--- src/rtl/uart_tx_pkg.sv ---
package uart_tx_pkg;
  typedef enum logic [1:0] {PAR_NONE, PAR_EVEN, PAR_ODD} parity_e;
  typedef enum logic [2:0] {ST_IDLE, ST_START, ST_DATA, ST_PARITY, ST_STOP} tx_state_e;
endpackage

--- src/rtl/baud_tick_gen.sv ---
module baud_tick_gen #(
  parameter int unsigned DIV = 5208
) (
  input  logic clk_i,
  input  logic rst_ni,
  input  logic run_i,
  output logic tick_o
);
  localparam int unsigned CNT_W = (DIV > 2) ? $clog2(DIV) : 1;
  localparam logic [CNT_W-1:0] LAST = CNT_W'(DIV - 1);

  logic [CNT_W-1:0] cnt_q;

  // counter is parked at zero while idle so each frame starts aligned
  always_ff @(posedge clk_i or negedge rst_ni) begin
    if (!rst_ni)           cnt_q <= '0;
    else if (!run_i)       cnt_q <= '0;
    else if (cnt_q == LAST) cnt_q <= '0;
    else                   cnt_q <= cnt_q + 1'b1;
  end

  assign tick_o = run_i && (cnt_q == LAST);

  assert_tick_isolated_R3: assert property (@(posedge clk_i) disable iff (!rst_ni)
    tick_o |=> !tick_o);
endmodule

--- src/rtl/tx_parity_bit.sv ---
module tx_parity_bit
  import uart_tx_pkg::*;
#(
  parameter int unsigned DATA_W = 8,
  parameter parity_e     PARITY = PAR_EVEN
) (
  input  logic [DATA_W-1:0] data_i,
  output logic              par_o
);
  generate
    if (PARITY == PAR_ODD) begin : g_odd
      assign par_o = ~(^data_i);
    end else if (PARITY == PAR_EVEN) begin : g_even
      assign par_o = ^data_i;
    end else begin : g_none
      assign par_o = 1'b0;
    end
  endgenerate
endmodule

--- src/rtl/tx_hold_reg.sv ---
module tx_hold_reg #(
  parameter int unsigned DATA_W = 8
) (
  input  logic              clk_i,
  input  logic              rst_ni,
  input  logic              load_i,
  input  logic [DATA_W-1:0] data_i,
  input  logic              take_i,
  output logic              valid_o,
  output logic [DATA_W-1:0] data_o
);
  always_ff @(posedge clk_i or negedge rst_ni) begin
    if (!rst_ni) begin
      valid_o <= 1'b0;
      data_o  <= '0;
    end else if (take_i) begin
      valid_o <= 1'b0;
    end else if (load_i && !valid_o) begin
      valid_o <= 1'b1;
      data_o  <= data_i;
    end
  end

  assert_full_ignores_R10: assert property (@(posedge clk_i) disable iff (!rst_ni)
    (valid_o && load_i && !take_i) |=> (valid_o && $stable(data_o)));
endmodule

--- src/rtl/tx_frame_fsm.sv ---
module tx_frame_fsm
  import uart_tx_pkg::*;
#(
  parameter int unsigned DATA_W = 8,
  parameter parity_e     PARITY = PAR_EVEN
) (
  input  logic              clk_i,
  input  logic              rst_ni,
  input  logic              tick_i,
  input  logic              send_i,
  input  logic [DATA_W-1:0] data_i,
  input  logic              hold_valid_i,
  input  logic [DATA_W-1:0] hold_data_i,
  output logic              hold_load_o,
  output logic              hold_take_o,
  output logic              busy_o,
  output logic              tx_o
);
  localparam int unsigned BIT_W = (DATA_W > 2) ? $clog2(DATA_W) : 1;
  localparam logic [BIT_W-1:0] LAST_BIT = BIT_W'(DATA_W - 1);
  localparam logic HAS_PAR = (PARITY != PAR_NONE);

  tx_state_e         state_q, state_d;
  logic [DATA_W-1:0] shift_q, next_byte;
  logic [BIT_W-1:0]  bit_q;
  logic              par_q, next_par;
  logic              stop_end, start_new;

  assign stop_end  = (state_q == ST_STOP) && tick_i;
  assign start_new = ((state_q == ST_IDLE) && send_i) ||
                     (stop_end && (hold_valid_i || send_i));
  // held byte wins over a fresh pulse at the frame boundary
  assign next_byte = hold_valid_i ? hold_data_i : data_i;

  assign hold_take_o = stop_end && hold_valid_i;
  assign hold_load_o = send_i && (state_q != ST_IDLE) && !stop_end;

  tx_parity_bit #(.DATA_W(DATA_W), .PARITY(PARITY)) u_par (
    .data_i (next_byte),
    .par_o  (next_par)
  );

  always_comb begin
    state_d = state_q;
    unique case (state_q)
      ST_IDLE:   if (send_i) state_d = ST_START;
      ST_START:  if (tick_i) state_d = ST_DATA;
      ST_DATA:   if (tick_i && bit_q == LAST_BIT) state_d = HAS_PAR ? ST_PARITY : ST_STOP;
      ST_PARITY: if (tick_i) state_d = ST_STOP;
      ST_STOP:   if (tick_i) state_d = start_new ? ST_START : ST_IDLE;
      default:   state_d = ST_IDLE;
    endcase
  end

  always_ff @(posedge clk_i or negedge rst_ni) begin
    if (!rst_ni) begin
      state_q <= ST_IDLE;
      shift_q <= '0;
      bit_q   <= '0;
      par_q   <= 1'b0;
    end else begin
      state_q <= state_d;
      if (start_new) begin
        shift_q <= next_byte;
        par_q   <= next_par;
        bit_q   <= '0;
      end else if (state_q == ST_DATA && tick_i) begin
        shift_q <= shift_q >> 1;
        bit_q   <= bit_q + 1'b1;
      end
    end
  end

  always_comb begin
    unique case (state_q)
      ST_START:  tx_o = 1'b0;
      ST_DATA:   tx_o = shift_q[0];
      ST_PARITY: tx_o = par_q;
      default:   tx_o = 1'b1;
    endcase
  end

  assign busy_o = (state_q != ST_IDLE);

  assert_bit_hold_R3: assert property (@(posedge clk_i) disable iff (!rst_ni)
    ((state_q != ST_IDLE) && !tick_i) |=> $stable(state_q));
  assert_chain_start_R9: assert property (@(posedge clk_i) disable iff (!rst_ni)
    (stop_end && hold_valid_i) |=> (state_q == ST_START));
  assert_no_gap_R9: assert property (@(posedge clk_i) disable iff (!rst_ni)
    $fell(busy_o) |-> !$past(hold_valid_i));
endmodule

--- src/rtl/uart_serial_tx.sv ---
module uart_serial_tx
  import uart_tx_pkg::*;
#(
  parameter int unsigned CLK_HZ = 50_000_000,
  parameter int unsigned BAUD   = 9600,
  parameter int unsigned DATA_W = 8,
  parameter parity_e     PARITY = PAR_EVEN
) (
  input  logic              clk_i,
  input  logic              rst_ni,
  input  logic [DATA_W-1:0] data_i,
  input  logic              send_i,
  output logic              busy_o,
  output logic              tx_o
);
  localparam int unsigned DIV = (CLK_HZ + BAUD / 2) / BAUD;

  logic              tick;
  logic              hold_valid, hold_load, hold_take;
  logic [DATA_W-1:0] hold_data;

  baud_tick_gen #(.DIV(DIV)) u_baud (
    .clk_i  (clk_i),
    .rst_ni (rst_ni),
    .run_i  (busy_o),
    .tick_o (tick)
  );

  tx_hold_reg #(.DATA_W(DATA_W)) u_hold (
    .clk_i   (clk_i),
    .rst_ni  (rst_ni),
    .load_i  (hold_load),
    .data_i  (data_i),
    .take_i  (hold_take),
    .valid_o (hold_valid),
    .data_o  (hold_data)
  );

  tx_frame_fsm #(.DATA_W(DATA_W), .PARITY(PARITY)) u_fsm (
    .clk_i        (clk_i),
    .rst_ni       (rst_ni),
    .tick_i       (tick),
    .send_i       (send_i),
    .data_i       (data_i),
    .hold_valid_i (hold_valid),
    .hold_data_i  (hold_data),
    .hold_load_o  (hold_load),
    .hold_take_o  (hold_take),
    .busy_o       (busy_o),
    .tx_o         (tx_o)
  );

  assert_idle_high_R1: assert property (@(posedge clk_i) disable iff (!rst_ni)
    !busy_o |-> tx_o);
  assert_start_low_R2: assert property (@(posedge clk_i) disable iff (!rst_ni)
    $rose(busy_o) |-> !tx_o);
  assert_accept_R2: assert property (@(posedge clk_i) disable iff (!rst_ni)
    (!busy_o && send_i) |=> busy_o);
endmodule

--- config.mk ---
export PLATFORM = sky130hd
export DESIGN_NAME = uart_serial_tx
export DESIGN_NICKNAME = d
export VERILOG_FILES = /design/src/rtl/uart_tx_pkg.sv /design/src/rtl/baud_tick_gen.sv /design/src/rtl/tx_parity_bit.sv /design/src/rtl/tx_hold_reg.sv /design/src/rtl/tx_frame_fsm.sv /design/src/rtl/uart_serial_tx.sv
export SDC_FILE = /design/constraint.sdc
export NUM_CORES = 1
export LEC_CHECK = 0
export BUFFER_PORTS_ARGS = -buffer_cell sky130_fd_sc_hd__buf_2
export CAP_MARGIN = 20
export CORE_MARGIN = 5
export CORE_UTILIZATION = 47
export DETAILED_ROUTE_END_ITERATION = 10
export GPL_TIMING_DRIVEN = 0
export PLACE_DENSITY = 0.61
export SYNTH_ARGS = -nofsm -noshare
export SYNTH_HDL_FRONTEND = slang
export SYNTH_SLANG_ARGS = --single-unit
--- constraint.sdc ---
create_clock -name clk_i -period 2.37 [get_ports clk_i]
set_input_delay 0.474 -clock clk_i [delete_from_list [all_inputs] [get_ports clk_i]]
set_output_delay 0.474 -clock clk_i [all_outputs]
set_load 0.02 [all_outputs]
Word-level counts from Yosys, hierarchy flattened
Index checks and enable logic that the tools add are counted.
{"block": "word_totals", "n_memories": 0, "latchBits": 0, "mem_bits_ro": 0, "input_bits": 11, "ff_bits": 37, "word_cells": 59, "mem_bits_rw": 0, "out_inout_bits": 2}
{"block": "op_classes", "n_eq_ne": 11, "shifts": 0, "order_cmp": 0, "n_addsub": 2, "n_bitwise": 1, "n_div": 0, "n_mux": 17, "mul": 0, "n_reduce_logical": 21}
{"operator": "two-way mux 13 bit", "n": 2}
{"operator": "two-way mux 8 bit", "n": 3}
{"operator": "two-way mux 3 bit", "n": 7}
{"operator": "case mux 3 bit (5 select lines)", "n": 1}
{"operator": "adder 13 x 1 -> 13 bit, second input constant", "n": 1}
{"operator": "== test 13 bit, second input constant", "n": 1}
{"operator": "logical AND 1 bit", "n": 10}
{"operator": "!= test 2 x 1 -> 1 bit, second input constant", "n": 4}
{"operator": "parity 8 bit", "n": 1}
{"operator": "== test 3 x 2 -> 1 bit, second input constant", "n": 2}
{"operator": "== test 3 bit, second input constant", "n": 2}
{"operator": "AND reduction 5 bit", "n": 1}
{"operator": "nonzero test 2 bit", "n": 2}
{"operator": "adder 3 x 1 -> 3 bit, second input constant", "n": 1}
{"operator": "== test 3 x 1 -> 1 bit, second input constant", "n": 1}
{"operator": "zero test 3 bit", "n": 1}
{"operator": "two-way mux 1 bit", "n": 3}
{"operator": "case mux 1 bit (3 select lines)", "n": 1}
{"operator": "nonzero test 3 bit", "n": 1}
{"operator": "zero test 1 bit", "n": 2}
{"operator": "logical OR 1 bit", "n": 2}
{"operator": "!= test 2 bit, second input constant", "n": 1}
{"operator": "AND reduction 2 bit", "n": 1}
{"operator": "NOT 1 bit", "n": 1}

Logic depth before layout (Yosys ltp)
Gate-level depths: netlist of run 1.
{"block": "logic_depth", "word_depth": 8, "mapped_depth": 7, "mapped_depth_nobuf": 6}

Hierarchy
Synthesis of run 1 repeated with hierarchy kept, for this count alone.
{"block": "unflattened", "hier_cells": 177, "area_unflattened_um2": 2044.5}
{"mod": "tx_frame_fsm", "area_each_um2": 973.4, "cells_each": 81, "instances": 1, "seq_area_each_um2": 375.4}
{"mod": "baud_tick_gen", "area_each_um2": 668.1, "cells_each": 69, "instances": 1, "seq_area_each_um2": 325.3}
{"mod": "tx_hold_reg", "area_each_um2": 341.6, "cells_each": 20, "instances": 1, "seq_area_each_um2": 225.2}
{"mod": "tx_parity_bit", "area_each_um2": 61.3, "cells_each": 7, "instances": 1, "seq_area_each_um2": 0.0}

Worst setup path after synthesis of run 1
No wires, ideal clock.
{"block": "synth_path", "path_type": "register to register", "from": "reg u_baud.cnt_q[0]", "to": "reg u_fsm.shift_q[1]", "synth_period_minus_slack_ns": 1.910, "setup_ns": 0.126, "arrival_ns": 1.784, "n_path_buf": 0, "path_stages_with_launch": 7, "setup_slack_ns": 0.460, "t_required_ns": 2.244, "path_cell_list": "dfrtp_1 -> ha_1 -> and4bb_2 -> nand3_4 -> a2111oi_4 -> nor2_2 -> a221o_1"}
{"block": "synth_between", "elab_chain_len": 6, "word_cells_on_any_way": 8, "classes_between": "1 x eq/ne; 1 x mux; 6 x reduce/logical"}
{"element": "start, declared", "line_no": "baud_tick_gen.sv:12", "source": "logic [CNT_W-1:0] cnt_q;"}
{"element": "start signal, assigned", "line_no": "baud_tick_gen.sv:19", "source": "else cnt_q <= cnt_q + 1'b1;"}
{"element": "== test 13 bit *", "line_no": "baud_tick_gen.sv:22", "source": "assign tick_o = run_i && (cnt_q == LAST);"}
{"element": "logical AND 1 bit *", "line_no": "baud_tick_gen.sv:22"}
{"element": "logical AND 1 bit", "line_no": "tx_frame_fsm.sv:29", "source": "assign stop_end = (state_q == ST_STOP) && tick_i;"}
{"element": "logical AND 1 bit", "line_no": "tx_frame_fsm.sv:31", "source": "(stop_end && (hold_valid_i || send_i));"}
{"element": "logical OR 1 bit", "line_no": "tx_frame_fsm.sv:30", "source": "assign start_new = ((state_q == ST_IDLE) && send_i) ||"}
{"element": "two-way mux 8 bit / nonzero test 2 bit (equally long branches)"}
{"element": "end signal, assigned", "line_no": "tx_frame_fsm.sv:64", "source": "shift_q <= next_byte;"}
{"element": "end signal, assigned", "line_no": "tx_frame_fsm.sv:68", "source": "shift_q <= shift_q >> 1;"}
{"element": "end, declared", "line_no": "tx_frame_fsm.sv:24", "source": "logic [DATA_W-1:0] shift_q, next_byte;"}
Mark *: on every way between the ends. The rest lies on a longest branch, timed or not.
A chain may end at the register's enable or synchronous reset.

Worst setup path after layout of run 1
{"block": "layout_path", "from": "reg u_baud.cnt_q[0]", "to": "reg u_fsm.shift_q[3]"}
Same word-level chain as after synthesis.

==> results.sh, run 1 <==
export IMPL_outcome="finished clean"
export IMPL_synth_commonest_cells="dfrtp_1, mux2i_1, nor2_1, nand2_1, xnor2_1"
export IMPL_grt_pass1_wl_um=5930
export IMPL_share_comb_of_total_power=0.361
export IMPL_slowest_delay_ns=0.55
export IMPL_postCtsSetupRepairBufs=0
export IMPL_cts_resized=0
export IMPL_ios=13
export IMPL_cts_buffers=5
export IMPL_drt_initial_drc_count=32
export IMPL_start_util=0.485
export IMPL_seqCellArea_um2=926
export IMPL_clk_pin_slew_ns=0.07
export IMPL_synth_flop_cell="dfrtp_1"
export IMPL_cts_tree="built"
export IMPL_min_period_ns=2.11
export IMPL_cp_required_ns=2.57
export IMPL_setup_viol=0
export IMPL_skew_ns=0.00261
export IMPL_post_drt_wl_per_cell_um=13.5
export IMPL_grt_use_met3=0.0446
export IMPL_cts_sinks=37
export IMPL_yosysMostFrequentCell="dfrtp_1"
export IMPL_finalHoldViolCount=0
export IMPL_syn_avg_cell_area_um2=11.1
export IMPL_htree_num_levels=2
export IMPL_p_int_mw=1.40
export IMPL_synthDistinctLibCells=36
export IMPL_grt_antenna_before_repair=0
export IMPL_dpl_cell_area_um2=2060
export IMPL_synth_top_area_share=0.477
export IMPL_synthArstFlopShare=1.00
export IMPL_synth_seq_area_share=0.477
export IMPL_routed_wirelength_um=3280
export IMPL_fin_area_um2=2150
export IMPL_grt_use_total=0.139
export IMPL_hp_class="primary input to asynchronous set/reset pin"
export IMPL_end_kind="flop"
export IMPL_grt_setup_unrepaired="false"
export IMPL_synth_cells=174
export IMPL_vias=1292
export IMPL_yosysTopAreaCell="dfrtp_1"
export IMPL_worst_slew_pin_slew_ns=0.805
export IMPL_fin_crit_sh=0.891
export IMPL_synth_net_count=188
export IMPL_fin_ws_ns=0.259
export IMPL_fmax_mhz=474
export IMPL_place_hpwl_um=2420
export IMPL_power_frac_seq=0.429
export IMPL_busiest_layer="met2"
export IMPL_cp_top_family="compound AO/OA/AOI/OAI gates"
export IMPL_critPathMaxFanout=10
export IMPL_synthTopCellsByArea="dfrtp_1, mux2i_1, mux2_2, xnor2_1, xor2_1"
export IMPL_p_switching_mw=0.678
export IMPL_place_gp_congestion=0.800
export IMPL_overflow=0
export IMPL_fillers=373
export IMPL_pre_cts_ws_ns=0.243
export IMPL_syn2layout_area_growth_pct=10.8
export IMPL_grt_use_met1=0.159
export IMPL_slowest_stage="a2111oi_4"
export IMPL_dieArea_um2=5510
export IMPL_num_rows=23
export IMPL_multiInputGateArea_um2=965
export IMPL_maxCapViolCount=0
export IMPL_start_kind="flop"
export IMPL_clock_path_buffers=2
export IMPL_timing_final_max_slew_violations=0
export IMPL_clk_latency_ns=0.28
export IMPL_layout_drive_gt1_share=0.218
export IMPL_synth_edf_count=0
export IMPL_die_x_um=74.2
export IMPL_core_area_um2=4000
export IMPL_relSlewSlack=0.463
export IMPL_netlist_area_um2=1940
export IMPL_num_antenna_cells=0
export IMPL_rrSetupSlack_ns=0.26
export IMPL_path_buf_inv=1
export IMPL_viasPerCell=5.32
export IMPL_rr_startpoint="u_baud.cnt_q[0]"
export IMPL_p_per_area_nw_per_um2=969
export IMPL_drc_errors=0
export IMPL_grt_max_degree=38
export IMPL_whs_ns=0.276
export IMPL_criticalPathCategory="flop to flop"
export IMPL_cts_hold_fix_buffers=0
export IMPL_p_leak_nw=0.983
export IMPL_worstPathCellList="ha_1 > and4bb_2 > nand3_4 > a2111oi_4 > buf_6 > mux2i_1"
export IMPL_tns_ns=0
export IMPL_ys_seq_elements=37
export IMPL_ant_nets=0
export IMPL_root_buffer="clkbuf_8"
export IMPL_yosys_warnings=0
export IMPL_nets=207
export IMPL_firstDrtPassIters=4
export IMPL_use_met2=0.247
export IMPL_die_height_um=74.2
export IMPL_arrival_ns=2.32
export IMPL_port_buffers=12
export IMPL_grt_pass1_vias=1340
export IMPL_peakVddDrop_v=0.000641
export IMPL_swShare=0.326
export IMPL_clkPwrFrac=0.210
export IMPL_crit_start="u_baud.cnt_q[0]"
[power by group through the flow]
stage	Clock, mW	Sequential (mW)	Combinational (mW)
2_1_floorplan	0	0.879	0.628
3_3_place_gp	0	0.900	0.744
3_5_place_dp	0	0.906	0.766
4_1_cts	0.453	0.894	0.766
5_1_grt	0.483	0.918	0.838
6_report	0.437	0.893	0.751
[layout make-up]
type / instances / area share
Timing Repair Buffer: 12 / 0.0280
Clock buffer: 7 / 0.0402
Sequential cell: 37 / 0.431
Multi-Input combinational cell: 127 / 0.449
Tap cell: 50 / 0.0291
Buffer: 8 / 0.0192
Inverter: 2 / 0.00349
[cell usage in the layout, fill, tap and decap left out, types with 2 or more instances in the layout]
cell type | netlist | routed
xor2_1 | 7 | 7
a21oi_2 | 2 | 2
buf_2 | 3 | 15
ha_1 | 3 | 3
o21ai_0 | 5 | 5
and3_1 | 2 | 2
dfrtp_1 | 37 | 37
mux2_2 | 9 | 9
and2_1 | 2 | 2
nand2b_1 | 2 | 2
nor2_2 | 2 | 2
or3_1 | 4 | 4
a21oi_1 | 8 | 8
a221o_1 | 2 | 2
nand4_1 | 3 | 3
nor2_1 | 15 | 15
or2_2 | 2 | 2
nor2b_1 | 2 | 2
mux2i_1 | 19 | 19
nand2_1 | 12 | 12
inv_1 | 2 | 2
xnor2_1 | 11 | 11
clkbuf_1 | 4 | 5
nand3_1 | 4 | 4
clkbuf_8 | 0 | 6
[worst reg2reg max path, stage by stage (launching register included)]
cell       delay (ns)
dfrtp_1          0.37
ha_1             0.25
and4bb_2         0.30
nand3_4          0.15
a2111oi_4        0.55
buf_6            0.23
mux2i_1          0.19
[path summary, 6_finish.rpt]
| path | to | depth (start not counted) |
|---|---|---|
| max in group asynchronous | u_fsm.shift_q[7] | 1 |
| worst max register to register | u_fsm.shift_q[3] | 6 |
| worst max-delay path | u_fsm.shift_q[3] | 6 |
| worst min register to register | u_baud.cnt_q[0] | 1 |
| min in group clk_i | u_hold.data_o[4] | 2 |
| worst min-delay path | u_baud.cnt_q[11] | 1 |
[flip-flops by register name, indices dropped and copies added (netlist names)]
register,cells
u_baud.cnt_q,13
u_fsm.shift_q,8
u_hold.data_o,8
u_fsm.bit_q,3
u_fsm.state_q,3
u_fsm.par_q,1
u_hold.valid_o,1
[through the flow]
| stage | utilization | power [mW] | instances |
|---|---|---|---|
| 4_1_cts | 0.537 | 2.11 | 243 |
| 6_report | 0.537 | 2.08 | 243 |
| 5_1_grt | 0.537 | 2.24 | 243 |
| 3_5_place_dp | 0.515 | 1.67 | 236 |
| 3_3_place_gp | 0.515 | 1.64 | 236 |
| 2_1_floorplan | - | 1.51 | 174 |
[metal layers]
metal	wire length [um]	vias up
met1	1400	637
met5	0	-
met3	88	4
met4	30	0
li1	-	638
met2	1750	13
[kinds of logic after synthesis]
family,share of synthesized area
mux,0.150
simple gates,0.172
compound gates,0.0742
xor+xnor,0.0813
buf+inv,0.0252
flops,0.477
fa+ha+maj,0.0194
Power figures use the tool's default switching activity.
==> run 2, diff against run 1 <==
--- a/config.mk
+++ b/config.mk
@@ -8,10 +8,10 @@
 export BUFFER_PORTS_ARGS = -buffer_cell sky130_fd_sc_hd__buf_2
 export CAP_MARGIN = 20
 export CORE_MARGIN = 5
-export CORE_UTILIZATION = 47
+export CORE_UTILIZATION = 30
 export DETAILED_ROUTE_END_ITERATION = 10
 export GPL_TIMING_DRIVEN = 0
-export PLACE_DENSITY = 0.61
+export PLACE_DENSITY = 0.42
 export SYNTH_ARGS = -nofsm -noshare
 export SYNTH_HDL_FRONTEND = slang
 export SYNTH_SLANG_ARGS = --single-unit
==> run 2 against run 1 <==
Clock power up 22%. Cell area rose by 2.4%. Setup slack worse by 0.048 ns. Sequential share of layout area shrank 1.0 points. Register-to-register slack got worse by 0.05 ns. Flip-flop and latch count unchanged. Via count grew 1.5%. Die area increased by 48%. Global-route usage decreased by 4.2 points. Largest cell class unchanged. Largest power group unchanged.
==> results.sh, run 2 (synthesis results as in run 1) <==
export IMPL_p_per_area_nw_per_um2=995
export IMPL_firstDrtPassIters=4
export IMPL_postCtsSetupRepairBufs=0
export IMPL_timing_final_max_slew_violations=0
export IMPL_cts_buffers=5
export IMPL_tns_ns=0
export IMPL_end_kind="flop"
export IMPL_root_buffer="clkbuf_8"
export IMPL_num_rows=29
export IMPL_htree_num_levels=2
export IMPL_rr_startpoint="u_baud.cnt_q[0]"
export IMPL_arrival_ns=2.33
export IMPL_fmax_mhz=463
export IMPL_ios=13
export IMPL_regMostFlops="u_baud.cnt_q"
export IMPL_num_antenna_cells=0
export IMPL_finalHoldViolCount=0
export IMPL_viasPerCell=4.86
export IMPL_drt_initial_drc_count=72
export IMPL_core_area_um2=6310
export IMPL_p_switching_mw=0.712
export IMPL_cts_hold_fix_buffers=0
export IMPL_dp_cells=263
export IMPL_dieArea_um2=8170
export IMPL_port_buffers=12
export IMPL_die_x_um=90.4
export IMPL_post_drt_wl_per_cell_um=13.6
export IMPL_cp_required_ns=2.55
export IMPL_overflow=0
export IMPL_clk_latency_ns=0.28
export IMPL_grt_pass1_wl_um=6380
export IMPL_share_comb_of_total_power=0.350
export IMPL_grt_setup_unrepaired="false"
export IMPL_cts_tree="built"
export IMPL_place_gp_congestion=0.745
export IMPL_grt_antenna_before_repair=0
export IMPL_final_common_cell="dfrtp_1"
export IMPL_grt_use_total=0.0976
export IMPL_finalNonFillerCells=270
export IMPL_criticalPathCategory="flop to flop"
export IMPL_maxCapViolCount=0
export IMPL_outcome="finished clean"
export IMPL_cts_sinks=37
export IMPL_worst_slew_pin_slew_ns=0.849
export IMPL_clkPwrFrac=0.244
export IMPL_ant_nets=0
export IMPL_layout_common_cells="dfrtp_1, mux2i_1, buf_2, nor2_1, nand2_1"
export IMPL_start_kind="flop"
export IMPL_vias=1311
export IMPL_critPathMaxFanout=9
export IMPL_setup_viol=0
export IMPL_power_mw=2.19
export IMPL_cts_resized=0
export IMPL_clock_path_buffers=2
export IMPL_top_regs="u_baud.cnt_q (13), u_fsm.shift_q (8), u_hold.data_o (8)"
export IMPL_swShare=0.325
export IMPL_largest_reg_flops=13
export IMPL_crit_start="u_baud.cnt_q[0]"
export IMPL_layout_drive_gt1_share=0.223
export IMPL_clk_pin_slew_ns=0.08
export IMPL_routed_wirelength_um=3660
export IMPL_grt_pass1_vias=1351
export IMPL_min_period_ns=2.16
export IMPL_whs_ns=0.291
export IMPL_p_int_mw=1.48
export IMPL_start_util=0.307
export IMPL_drc_errors=0
export IMPL_fillers=670
export IMPL_place_hpwl_um=2610
export IMPL_fin_crit_sh=0.911
export IMPL_final_util=0.348
export IMPL_syn2layout_area_growth_pct=13.4
export IMPL_hp_class="primary input to asynchronous set/reset pin"
export IMPL_relSlewSlack=0.434
export IMPL_p_leak_nw=0.993
export IMPL_peakVddDrop_v=0.000564
export IMPL_grt_max_degree=38
export IMPL_nets=207
export IMPL_die_height_um=90.4
export IMPL_skew_ns=0.00542
export IMPL_power_frac_seq=0.407
## run 2: cell types whose count changed in the layout (fill, tap and decap cells not counted)
cell	delta
clkbuf_8	-1
clkbuf_1	-1
clkinv_2	+1
bufinv_16	+1
## run 2: power groups by stage
stage          Sequential [mW]  Clock, mW  Combinational [mW]
2_1_floorplan            0.879          0               0.628
3_3_place_gp             0.903          0               0.778
3_5_place_dp             0.906          0               0.785
4_1_cts                  0.893      0.552               0.789
5_1_grt                  0.919      0.581               0.865
6_report                 0.890      0.533               0.765
## run 2: layout make-up
| type | count | area [um2] | area share |
|---|---|---|---|
| plain buffers | 8 | 41.3 | 0.0188 |
| clock buffers | 5 | 68.8 | 0.0313 |
| clock inverters | 2 | 35.0 | 0.0159 |
| inverters | 2 | 7.51 | 0.00341 |
| multi-input cells | 127 | 965 | 0.439 |
| flip-flops and latches | 37 | 926 | 0.421 |
| well taps | 77 | 96.3 | 0.0438 |
| repair buffers | 12 | 60.1 | 0.0273 |
## run 2: worst paths after layout
| kind | to | slack, ns | depth (start not counted) |
|---|---|---|---|
| max | u_hold.data_o[3] | 0.21 | 6 |
| min in group clk_i | u_hold.data_o[1] | 0.43 | 2 |
| min | u_baud.cnt_q[5] | 0.29 | 1 |
| min reg2reg | u_baud.cnt_q[0] | 0.46 | 1 |
| max in group asynchronous | u_fsm.state_q[0] | 1.54 | 1 |
| max reg2reg | u_hold.data_o[3] | 0.21 | 6 |
## run 2: metrics by stage
step / setup slack (ns) / instance area [um2]
after CTS: 0.203 / 2200
after detailed placement: 0.210 / 2100
after floorplan: 0.460 / 1940
final: 0.211 / 2200
after global routing: 0.0347 / 2200
after global placement: 0.236 / 2100
## run 2: layer usage
layer | track usage | wire, um
met5 | 0 | 0
met4 | 0.0409 | 65
met3 | 0.0292 | 113
met2 | 0.165 | 1780
met1 | 0.115 | 1700
## run 2: worst max-delay path, cell delays in order, from the launching register on
cell,delay (ns)
dfrtp_1,0.40
ha_1,0.27
and4bb_2,0.28
nand3_4,0.15
nand2_1,0.09
a21oi_2,0.46
mux2_2,0.40
==> run 3, diff against run 2 <==
--- a/config.mk
+++ b/config.mk
@@ -7,6 +7,7 @@
 export LEC_CHECK = 0
 export BUFFER_PORTS_ARGS = -buffer_cell sky130_fd_sc_hd__buf_2
 export CAP_MARGIN = 20
+export CORE_ASPECT_RATIO = 0.9
 export CORE_MARGIN = 5
 export CORE_UTILIZATION = 30
 export DETAILED_ROUTE_END_ITERATION = 10
==> constraint.sdc (replaced) <==
create_clock -name clk_i -period 2.2 [get_ports clk_i]
set_input_delay 0.44 -clock clk_i [delete_from_list [all_inputs] [get_ports clk_i]]
set_output_delay 0.44 -clock clk_i [all_outputs]
set_load 0.02 [all_outputs]
==> run 3 against run 2 <==
Routed wire length is 1.4% higher. Clock power down 11%. Hold slack lost 0.022 ns. Sequential power grew 9.8%. Register-to-register slack got worse by 0.09 ns. Combinational power grew 12%. Largest cell class unchanged. Highest routed layer unchanged.
==> results.sh, run 3 (synthesis results as in run 1) <==
export IMPL_outcome="finished clean"
export IMPL_ios=13
export IMPL_multiInputGateArea_um2=982
export IMPL_place_gp_congestion=0.823
export IMPL_regMostFlops="u_baud.cnt_q"
export IMPL_vias=1291
export IMPL_end_kind="flop"
export IMPL_start_util=0.312
export IMPL_tns_ns=0
export IMPL_grt_pass1_vias=1300
export IMPL_grt_use_total=0.100
export IMPL_critPathMaxFanout=9
export IMPL_ant_nets=0
export IMPL_finalNonFillerCells=281
export IMPL_die_x_um=94.8
export IMPL_num_antenna_cells=0
export IMPL_worst_slew_pin_slew_ns=0.855
export IMPL_timing_final_max_slew_violations=0
export IMPL_skew_ns=0.00485
export IMPL_drt_initial_drc_count=61
export IMPL_setup_viol=0
export IMPL_grt_setup_unrepaired="false"
export IMPL_fin_crit_sh=0.944
export IMPL_post_drt_wl_per_cell_um=13.2
export IMPL_num_rows=27
export IMPL_top_regs="u_baud.cnt_q (13), u_fsm.shift_q (8), u_hold.data_o (8)"
export IMPL_p_leak_nw=0.991
export IMPL_p_per_area_nw_per_um2=1040
export IMPL_clk_pin_slew_ns=0.07
export IMPL_place_hpwl_um=2640
export IMPL_core_area_um2=6220
export IMPL_fillers=654
export IMPL_layout_common_cells="dfrtp_1, mux2i_1, buf_2, nor2_1, nand2_1"
export IMPL_dp_cells=273
export IMPL_die_height_um=86.3
export IMPL_layout_drive_gt1_share=0.237
export IMPL_finalHoldViolCount=0
export IMPL_syn2layout_area_growth_pct=14.5
export IMPL_arrival_ns=2.24
export IMPL_peakVddDrop_v=0.000361
export IMPL_dieArea_um2=8170
export IMPL_clk_latency_ns=0.28
export IMPL_maxCapViolCount=0
export IMPL_cts_hold_fix_buffers=0
export IMPL_routed_wirelength_um=3710
export IMPL_viasPerCell=4.59
export IMPL_firstDrtPassIters=4
export IMPL_grt_pass1_wl_um=6320
export IMPL_cp_required_ns=2.37
export IMPL_htree_num_levels=2
export IMPL_overflow=0
export IMPL_cts_tree="built"
export IMPL_cts_sinks=37
export IMPL_seqCellArea_um2=926
export IMPL_min_period_ns=2.08
export IMPL_drc_errors=0
export IMPL_start_kind="flop"
export IMPL_final_common_cell="dfrtp_1"
export IMPL_power_mw=2.31
export IMPL_fmax_mhz=482
export IMPL_root_buffer="clkbuf_8"
export IMPL_nets=208
export IMPL_criticalPathCategory="flop to flop"
export IMPL_final_util=0.357
export IMPL_port_buffers=12
export IMPL_cts_buffers=5
export IMPL_grt_antenna_before_repair=0
export IMPL_relSlewSlack=0.430
export IMPL_largest_reg_flops=13
export IMPL_hp_class="primary input to asynchronous set/reset pin"
export IMPL_clock_path_buffers=2
export IMPL_grt_max_degree=38
==> run 3: cell types whose count changed in the layout (fill, tap and decap cells not counted), sizes merged <==
cell    change
bufinv      -1
clkbuf      +2
buf         +1
clkinv      -1
==> run 3: path summary, 6_finish.rpt <==
kind,from,endpoint,slack (ns),cells past startpoint
min in group clk_i,data_i[3],u_hold.data_o[3],0.40,2
min reg2reg,u_hold.data_o[1],u_hold.data_o[1],0.51,1
min,rst_ni,u_fsm.state_q[0],0.27,1
max reg2reg,u_baud.cnt_q[0],u_hold.data_o[7],0.12,6
max,u_baud.cnt_q[0],u_hold.data_o[7],0.12,6
max in group asynchronous,rst_ni,u_fsm.bit_q[1],1.40,1
==> run 3: what timing repair did <==
| action | 4_1_cts | 5_1_grt |
|---|---|---|
| setup endpoints to repair | 1 | 17 |
| pin swaps | 1 | 1 |
| gates resized for setup | 0 | 5 |
| buffers inserted | 0 | 1 |
==> run 3: critical path: stages, from the launching register on <==
cell	delay, ns
dfrtp_1	0.43
ha_4	0.20
and4bb_2	0.25
nand3_4	0.15
nand2_1	0.09
a21oi_2	0.46
mux2_2	0.39
==> run 3: per-stage QoR <==
step | hold WS, ns | instance area, um2 | setup slack (ns)
floorplan | 0.144 | 1940 | 0.290
global placement | 0.445 | 2110 | 0.0642
detailed placement | 0.450 | 2110 | 0.00444
CTS | 0.302 | 2190 | 0.0138
global route | 0.349 | 2220 | 0.00213
finish | 0.269 | 2220 | 0.124
==> run 3: per-layer routing <==
metal  up-vias  track usage  wire [um]
met5         -            0          0
met1       613        0.143       1960
met2        26        0.140       1510
li1        647            -          -
met4         0       0.0433         57
met3         5       0.0269        185
==> run 3: report_power, final <==
part	leakage (nW)	internal [mW]	switching [mW]	total, mW
Clock	0.0443	0.249	0.225	0.474
Sequential	0.474	0.864	0.112	0.977
Combinational	0.473	0.413	0.442	0.855
Total	0.991	1.53	0.780	2.31
==> run 3: layout make-up <==
cell class                      count  share of cell area
Inverter                            2             0.00338
Timing Repair Buffer               13              0.0304
Buffer                              8              0.0192
Sequential cell                    37               0.417
Clock buffer                        7              0.0389
Tap cell                           87              0.0490
Multi-Input combinational cell    127               0.442
